**src/rtl/pdc_pkg.sv**
```systemverilog
`timescale 1ns/1ps
package pdc_pkg;
  localparam int unsigned PDC_REG_W     = 8;
  localparam int unsigned PDC_ARM_POS   = 1;
  localparam int unsigned PDC_START_POS = 6;
  localparam int unsigned PDC_N_STROBE  = 2;

  typedef enum logic [1:0] {
    REQ_NONE  = 2'd0,
    REQ_ARM   = 2'd1,
    REQ_START = 2'd2,
    REQ_BOTH  = 2'd3
  } req_kind_e;

  function automatic req_kind_e classify_req(input logic arm, input logic start);
    if (arm && start) return REQ_BOTH;
    if (arm)          return REQ_ARM;
    if (start)        return REQ_START;
    return REQ_NONE;
  endfunction
endpackage

```
**src/rtl/pdc_ctrl_reg.sv**
```systemverilog
`timescale 1ns/1ps
module pdc_ctrl_reg #(
  parameter int unsigned W         = 8,
  parameter int unsigned ARM_POS   = 1,
  parameter int unsigned START_POS = 6
) (
  input  logic         clk,
  input  logic         rst_n,
  input  logic         wr_stb,
  input  logic [W-1:0] wr_data,
  output logic [W-1:0] rd_data
);
  localparam logic [W-1:0] ONE      = {{(W-1){1'b0}}, 1'b1};
  localparam logic [W-1:0] REQ_MASK = (ONE << ARM_POS) | (ONE << START_POS);

  logic [W-1:0] store_q;

  // request bits are never kept; everything else is plain storage
  always_ff @(posedge clk or negedge rst_n) begin
    if (!rst_n)      store_q <= '0;
    else if (wr_stb) store_q <= wr_data & ~REQ_MASK;
  end

  assign rd_data = store_q;

  p_store_follows_write_r3: assert property (@(posedge clk) disable iff (!rst_n)
    wr_stb |=> (rd_data == ($past(wr_data) & ~REQ_MASK)));
  p_store_holds_r3: assert property (@(posedge clk) disable iff (!rst_n)
    !wr_stb |=> $stable(rd_data));
endmodule

```
**src/rtl/pdc_entry_seq.sv**
```systemverilog
`timescale 1ns/1ps
module pdc_entry_seq
  import pdc_pkg::*;
#(
  parameter int unsigned W         = 8,
  parameter int unsigned ARM_POS   = 1,
  parameter int unsigned START_POS = 6
) (
  input  logic         clk,
  input  logic         rst_n,
  input  logic         wr_stb,
  input  logic [W-1:0] wr_data,
  input  logic         retire,
  output logic         pd_q,
  output logic         clk_run_q
);
  req_kind_e kind;
  logic armed_q;   // previous instruction wrote the arm pattern
  logic arm_cur_q; // current instruction has written the arm pattern
  logic go_cur_q;  // current instruction has written a valid start
  logic arm_cur_n, go_cur_n;

  always_comb begin
    kind      = wr_stb ? classify_req(wr_data[ARM_POS], wr_data[START_POS]) : REQ_NONE;
    arm_cur_n = arm_cur_q;
    go_cur_n  = go_cur_q;
    case (kind)
      REQ_ARM:   begin arm_cur_n = 1'b1; go_cur_n = 1'b0;    end
      REQ_START: begin arm_cur_n = 1'b0; go_cur_n = armed_q; end
      REQ_BOTH:  begin arm_cur_n = 1'b0; go_cur_n = 1'b0;    end
      default:   ;
    endcase
  end

  always_ff @(posedge clk or negedge rst_n) begin
    if (!rst_n) begin
      armed_q   <= 1'b0;
      arm_cur_q <= 1'b0;
      go_cur_q  <= 1'b0;
      pd_q      <= 1'b0;
      clk_run_q <= 1'b1;
    end else if (!pd_q) begin
      if (retire) begin
        armed_q   <= arm_cur_n;
        pd_q      <= go_cur_n;
        clk_run_q <= ~go_cur_n;
        arm_cur_q <= 1'b0;
        go_cur_q  <= 1'b0;
      end else begin
        arm_cur_q <= arm_cur_n;
        go_cur_q  <= go_cur_n;
      end
    end
  end

  p_entry_on_retire_r4: assert property (@(posedge clk) disable iff (!rst_n)
    $rose(pd_q) |-> $past(retire));
  p_entry_needs_arm_r6: assert property (@(posedge clk) disable iff (!rst_n)
    $rose(pd_q) |-> $past(armed_q));
  p_clock_off_r4: assert property (@(posedge clk) disable iff (!rst_n)
    pd_q |-> !clk_run_q);
  p_sticky_r10: assert property (@(posedge clk) disable iff (!rst_n)
    pd_q |=> pd_q);
endmodule

```
**src/rtl/pdc_strobe_gate.sv**
```systemverilog
`timescale 1ns/1ps
module pdc_strobe_gate #(
  parameter int unsigned N = 2
) (
  input  logic         hold_low,
  input  logic [N-1:0] strobe_in,
  output logic [N-1:0] strobe_out
);
  for (genvar i = 0; i < N; i++) begin : g_gate
    assign strobe_out[i] = strobe_in[i] & ~hold_low;
  end
endmodule

```
**src/rtl/pdc_power_down_ctrl.sv**
```systemverilog
`timescale 1ns/1ps
module pdc_power_down_ctrl
  import pdc_pkg::*;
#(
  parameter int unsigned REG_W     = PDC_REG_W,
  parameter int unsigned ARM_POS   = PDC_ARM_POS,
  parameter int unsigned START_POS = PDC_START_POS
) (
  input  logic             clk,
  input  logic             rst_n,
  input  logic             sfr_sel,
  input  logic             sfr_wr_en,
  input  logic [REG_W-1:0] sfr_wr_data,
  output logic [REG_W-1:0] sfr_rd_data,
  input  logic             insn_retire,
  input  logic             core_ale,
  input  logic             core_psen,
  output logic             clk_run,
  output logic             pd_active,
  output logic             ale_out,
  output logic             psen_out
);
  localparam int unsigned NS = PDC_N_STROBE;

  logic          wr_stb;
  logic [NS-1:0] strobes_in, strobes_out;

  // nothing is written once the clocks are meant to be stopped
  assign wr_stb = sfr_sel & sfr_wr_en & ~pd_active;

  pdc_ctrl_reg #(.W(REG_W), .ARM_POS(ARM_POS), .START_POS(START_POS)) u_reg (
    .clk(clk), .rst_n(rst_n), .wr_stb(wr_stb), .wr_data(sfr_wr_data),
    .rd_data(sfr_rd_data)
  );

  pdc_entry_seq #(.W(REG_W), .ARM_POS(ARM_POS), .START_POS(START_POS)) u_seq (
    .clk(clk), .rst_n(rst_n), .wr_stb(wr_stb), .wr_data(sfr_wr_data),
    .retire(insn_retire), .pd_q(pd_active), .clk_run_q(clk_run)
  );

  assign strobes_in = {core_psen, core_ale};

  pdc_strobe_gate #(.N(NS)) u_gate (
    .hold_low(pd_active), .strobe_in(strobes_in), .strobe_out(strobes_out)
  );

  assign ale_out  = strobes_out[0];
  assign psen_out = strobes_out[1];

  p_req_read_zero_r2: assert property (@(posedge clk) disable iff (!rst_n)
    !sfr_rd_data[ARM_POS] && !sfr_rd_data[START_POS]);
  p_strobes_low_r9: assert property (@(posedge clk) disable iff (!rst_n)
    pd_active |-> (!ale_out && !psen_out));
  p_frozen_r10: assert property (@(posedge clk) disable iff (!rst_n)
    (pd_active && $past(pd_active)) |-> $stable(sfr_rd_data));
endmodule

```
**config.mk**
```make
export PLATFORM = sky130hd
export DESIGN_NAME = pdc_power_down_ctrl
export DESIGN_NICKNAME = d
export VERILOG_FILES = /design/src/rtl/pdc_pkg.sv /design/src/rtl/pdc_ctrl_reg.sv /design/src/rtl/pdc_entry_seq.sv /design/src/rtl/pdc_strobe_gate.sv /design/src/rtl/pdc_power_down_ctrl.sv
export SDC_FILE = /design/constraint.sdc
export NUM_CORES = 1
export LEC_CHECK = 0
export BUFFER_PORTS_ARGS = -buffer_cell sky130_fd_sc_hd__buf_2
export CAP_MARGIN = 10
export CORE_AREA = 2 2 39 41
export DETAILED_ROUTE_END_ITERATION = 10
export DIE_AREA = 0 0 41 43
export PLACE_DENSITY_LB_ADDON = 0.2
export SLEW_MARGIN = 20
export SYNTH_ARGS = -nofsm -noshare
export SYNTH_HDL_FRONTEND = slang
export SYNTH_SLANG_ARGS = --single-unit
export TNS_END_PERCENT = 30
```
**constraint.sdc**
```tcl
create_clock -name clk -period 2.4 [get_ports clk]
set_input_delay 0.12 -clock clk [delete_from_list [all_inputs] [get_ports clk]]
set_output_delay 0.12 -clock clk [all_outputs]
set_load 0.005 [all_outputs]
```
# Word level (Yosys, flattened, before mapping)
# Index checks and enable logic that the tools add are counted.
# word_totals
register_bits	11
# op_classes
eq_ne	3
n_mux	19
n_bitwise	6
n_reduce_logical	4
# op_table
cell	count
$mux 2	7
$mux 1	10
$and 1x1->1	4
$eq 2x2->1 const B	2
$pmux 1 s2	2
$reduce_or 2->1	2
$eq 2x1->1 const B	1
$not 1->1	2
$reduce_and 2->1	1
$logic_and 1x1->1	1

# Logic depth before layout (Yosys ltp)
# logic_depth
word_depth	14
ltp_mapped	4
depth_no_buf	3

# Hierarchy
# A second synthesis with hierarchy kept.
# unflattened
cells_unflattened	44
hier_area_um2	538.0
# modules_own_cells
mod	instances	cells_each	area_each_um2	seq_area_each_um2
pdc_ctrl_reg	1	16	270.3	150.1
pdc_entry_seq	1	25	246.5	126.4
pdc_strobe_gate	1	2	12.5	0.0
pdc_power_down_ctrl	1	1	8.8	0.0

# Worst setup path before layout
# No wires, ideal clock.
# synth_path
path_kind	flip-flop to flip-flop
startpoint	register u_seq.pd_q
endpoint	register u_reg.store_q[0] (netlist: u_reg.rd_data[0])
arrival_time_ns	1.124
required_time_ns	2.275
path_slack_ns	1.151
path_stages_with_launch	4
path_buffers	1
period_less_slack_ns	1.249
cell_sequence	dfrtp_1 -> and3b_1 -> buf_6 -> mux2_4
# synth_between
elab_chain_cells	2
# synth_lines
item	line_no	text
start: declaration	pdc_entry_seq.sv:14	output logic pd_q,
start signal: assignment	pdc_entry_seq.sv:45	pd_q <= go_cur_n;
$not 1->1 (no line)	-	
$and 1x1->1	pdc_power_down_ctrl.sv:29	assign wr_stb = sfr_sel & sfr_wr_en & ~pd_active;
end signal: assignment	pdc_ctrl_reg.sv:21	else if (wr_stb) store_q <= wr_data & ~REQ_MASK;
end: declaration	pdc_ctrl_reg.sv:16	logic [W-1:0] store_q;
# Every way passes these cells.
# A chain may end at the register's enable or synchronous reset.

# Worst setup path after layout
# layout_path
startpoint	register u_seq.pd_q
endpoint	register u_seq.pd_q
# layout_between
elab_chain_cells	8
word_cells_on_any_way	10
cone_classes	eq/ne: 3; mux: 4; bitwise: 2; reduce/logical: 1
# layout_lines
item	line_no	text
$not 1->1 (no line)	-	
$and 1x1->1	pdc_power_down_ctrl.sv:29	
$mux 2	pdc_entry_seq.sv:24	kind = wr_stb ? classify_req(wr_data[ARM_POS], wr_data[START_POS]) : REQ_NONE;
$eq 2x1->1 or $eq 2x2->1 (tied branches)	pdc_entry_seq.sv:27	case (kind)
$reduce_or 2->1 (no line)	-	
$pmux 1 s2	pdc_entry_seq.sv:27	
$mux 1	pdc_entry_seq.sv:43	if (retire) begin
$mux 1 (*)	pdc_entry_seq.sv:42	end else if (!pd_q) begin
# Every way passes the cells marked *; elsewhere a longest branch is shown, timed or not.

==> results.toml <==
[place]
gp_congestion = 0.7580
place_ws_ns = 0.7916
portBuffers = 24
dpl.hpwl_um = 854.5

[die]
core_um2 = 1384
die_x_um = 41
die_area_um2 = 1763
start_util_pct = 41.05
pin_count = 27
rows = 14
die_y_um = 43

[power_and_ir_drop]
internal-power_w = 0.0003826
total_power_w = 0.0005176
p_switching_w = 0.0001350
irDropWorstVdd_mv = 0.3443
power_frac_clock_pct = 24.1
leakage_nw = 0.3715
seqPwrFrac_pct = 50.2
switching_share_pct = 26.08
comb_power_share_pct = 25.7
p_per_area_nw_per_um2 = 716.9

[synth]
yosys.area.top_type_share_pct = 44.05
ys_seq_area_share_pct = 48.68
synthAdderAreaFrac_pct = 0
synthTopCellsByArea = "dfrtp_1 44%, mux2_4 16%, dfstp_2 4.6%"
synth_compound_area_share_pct = 14.98
synthSimpleGateAreaFrac_pct = 15.20
synthMuxAreaShare_pct = 15.86
synth_xor_xnor_area_share_pct = 0
ys_types = 23
syn_avg_cell_area_um2 = 12.35
synthesis.area_um2 = 568.0
synth_top_family_by_area = "multiplexers"
ys_warn_count = 0
yosys.area.top_type = "dfrtp_1"
synth_cells = 46
synth-seq-cells = 11

[sta]
final.setup.tns_ns = 0
fin_ws_ns = 0.7802
maxSlewHeadroom_pct = 61.05
tightest_slew_ns = 0.5843
rsz0062_at_grt = "no"
period_share_pct = 67.49
min_period_ns = 1.620
finalClockSkew_ns = 0.001522
timing.fmax_mhz = 617.4
hold_viol = 0
setup_viol = 0
slew_violations = 0

[global_route]
grt_start_max_net_pins = 12
antenna_found_initial = 0
globalRouteOverflowTotal = 0
track_usage_pct = 14.00
grt_pass1_vias = 403
grt_pass1_wl_um = 1635

[detailed_routing]
vias_per_cell = 5.258
drtIter0Drc = 7
firstDrtPassIters = 4
drc = 0
wl_um = 1146
ant_nets = 0
dr_total_vias = 468
wl_per_cell_um = 12.88

[outcome]
status = "finished clean"

[clocking]
ctsResizeCount = 0
post_cts_buffers = 0
cts_made_buffers = 3
ctsLongestPathBuffers = 2
path_clk_slew_ns = 0.07
clk_latency_ns = 0.27
cts_tree = "built"
cts_hold_buf = 1
htree_levels = 1
cts_sinks = 11
root_buffer = "clkbuf_4"

[cells_and_area]
fill_cells = 133
insertedDiodeCount = 0
utilization_pct = 52.17
syn2layout_area_growth_pct = 27.09
layout-drive-gt1-share_pct = 50.68
fin_nets = 89

[setup_path]
path_class = "flop to flop"
crit_required_ns = 2.56
end_kind = "flop"
setup.worst_path.start_class = "flop"
critPathMaxFanout = 11
cp.arrival_ns = 1.78

[run]
cap_violations = 0

[hold_path]
hold_path.class = "primary input to flop"
[per-stage QoR]
| step | area [um2] | std cells | hold WS (ns) |
|---|---|---|---|
| finish | 721.9 | 89 | 0.08315 |
| global route | 721.9 | 89 | 0.07760 |
| CTS | 721.9 | 89 | 0.08133 |
| detailed placement | 685.7 | 84 | 0.0008111 |
| global placement | 685.7 | 84 | 0.002862 |
| floorplan | 571.8 | 47 | -0.1756 |
[power by group through the flow]
stage / logic (W) / registers [W] / clock network, W
floorplan: 0.0000679 / 0.000266 / 0
global placement: 0.000130 / 0.000264 / 0
detailed placement: 0.000132 / 0.000264 / 0
CTS: 0.000135 / 0.000260 / 0.000129
global route: 0.000149 / 0.000266 / 0.000141
finish: 0.000133 / 0.000260 / 0.000125
[critical path, cell delays in order, from the launching register on]
cell	delay, ns
dfrtp_1	0.46
and3b_1	0.62
o21ai_1	0.18
a31o_1	0.25
[cell usage in the layout, fill, tap and decap left out, types with 2 or more instances in the layout]
| master | n |
|---|---|
| conb_1 | 2 |
| dfrtp_1 | 10 |
| clkbuf_4 | 3 |
| mux2_4 | 6 |
| a21o_1 | 2 |
| buf_2 | 24 |
| and2b_1 | 3 |
| nor2_1 | 2 |
| nand2b_1 | 2 |
| nand2_1 | 4 |
[state kept, by name, indices dropped and copies added, names as in the netlist]
register,count
u_seq.pd_q,1
u_seq.go_cur_q,1
u_seq.armed_q,1
u_reg.rd_data,6
u_seq.arm_cur_q,1
u_seq.clk_run_q,1
[final cells by class]
| class | count | area, um2 | share of cell area, % |
|---|---|---|---|
| Sequential cell | 11 | 276.5 | 38.30 |
| Multi-Input combinational cell | 33 | 269.0 | 37.26 |
| Timing Repair Buffer | 25 | 130.1 | 18.02 |
| Clock buffer | 4 | 26.28 | 3.640 |
| Tap cell | 16 | 20.02 | 2.773 |
[layer usage]
metal,vias up,routed length (um),GRT usage (%)
met5,-,0,0
met4,0,24,8.000
met3,3,94,3.141
met2,26,519,19.69
met1,221,508,18.94
li1,218,-,-
[kinds of logic (layout without fill, tap and decap cells)]
kind of cell / Yosys count / after routing
other cells: 1 / 2
buf+inv: 3 / 29
mux: 6 / 6
simple gates: 15 / 15
flops: 11 / 11
compound gates: 10 / 10
[synth_stat cells]
cell type / n
dfrtp_1: 10
o21ai_2: 1
a31o_1: 1
buf_6: 1
buf_4: 2
o311ai_2: 1
nand3b_1: 1
a21o_1: 2
o21ai_1: 1
a31oi_1: 1
nor2b_1: 1
nand4_1: 1
and2b_1: 3
dfstp_2: 1
a2bb2oi_1: 1
nand2b_1: 2
conb_1: 1
and3b_1: 1
a21oi_2: 1
nand2_1: 4
nor2_1: 2
o211ai_1: 1
mux2_4: 6
[worst paths after layout]
check / start / end / slack [ns] / depth (start not counted)
setup / recovery: u_seq.pd_q / u_seq.pd_q / 0.78 / 3
hold / removal: sfr_wr_data[5] / u_reg.rd_data[5] / 0.08 / 2
setup reg to reg: u_seq.pd_q / u_seq.pd_q / 0.78 / 3
hold reg to reg: u_reg.rd_data[3] / u_reg.rd_data[3] / 0.51 / 1
max in group asynchronous: rst_n / u_seq.clk_run_q / 1.89 / 2
min in group asynchronous: rst_n / u_reg.rd_data[2] / 0.25 / 2
Power figures use the tool's default switching activity.
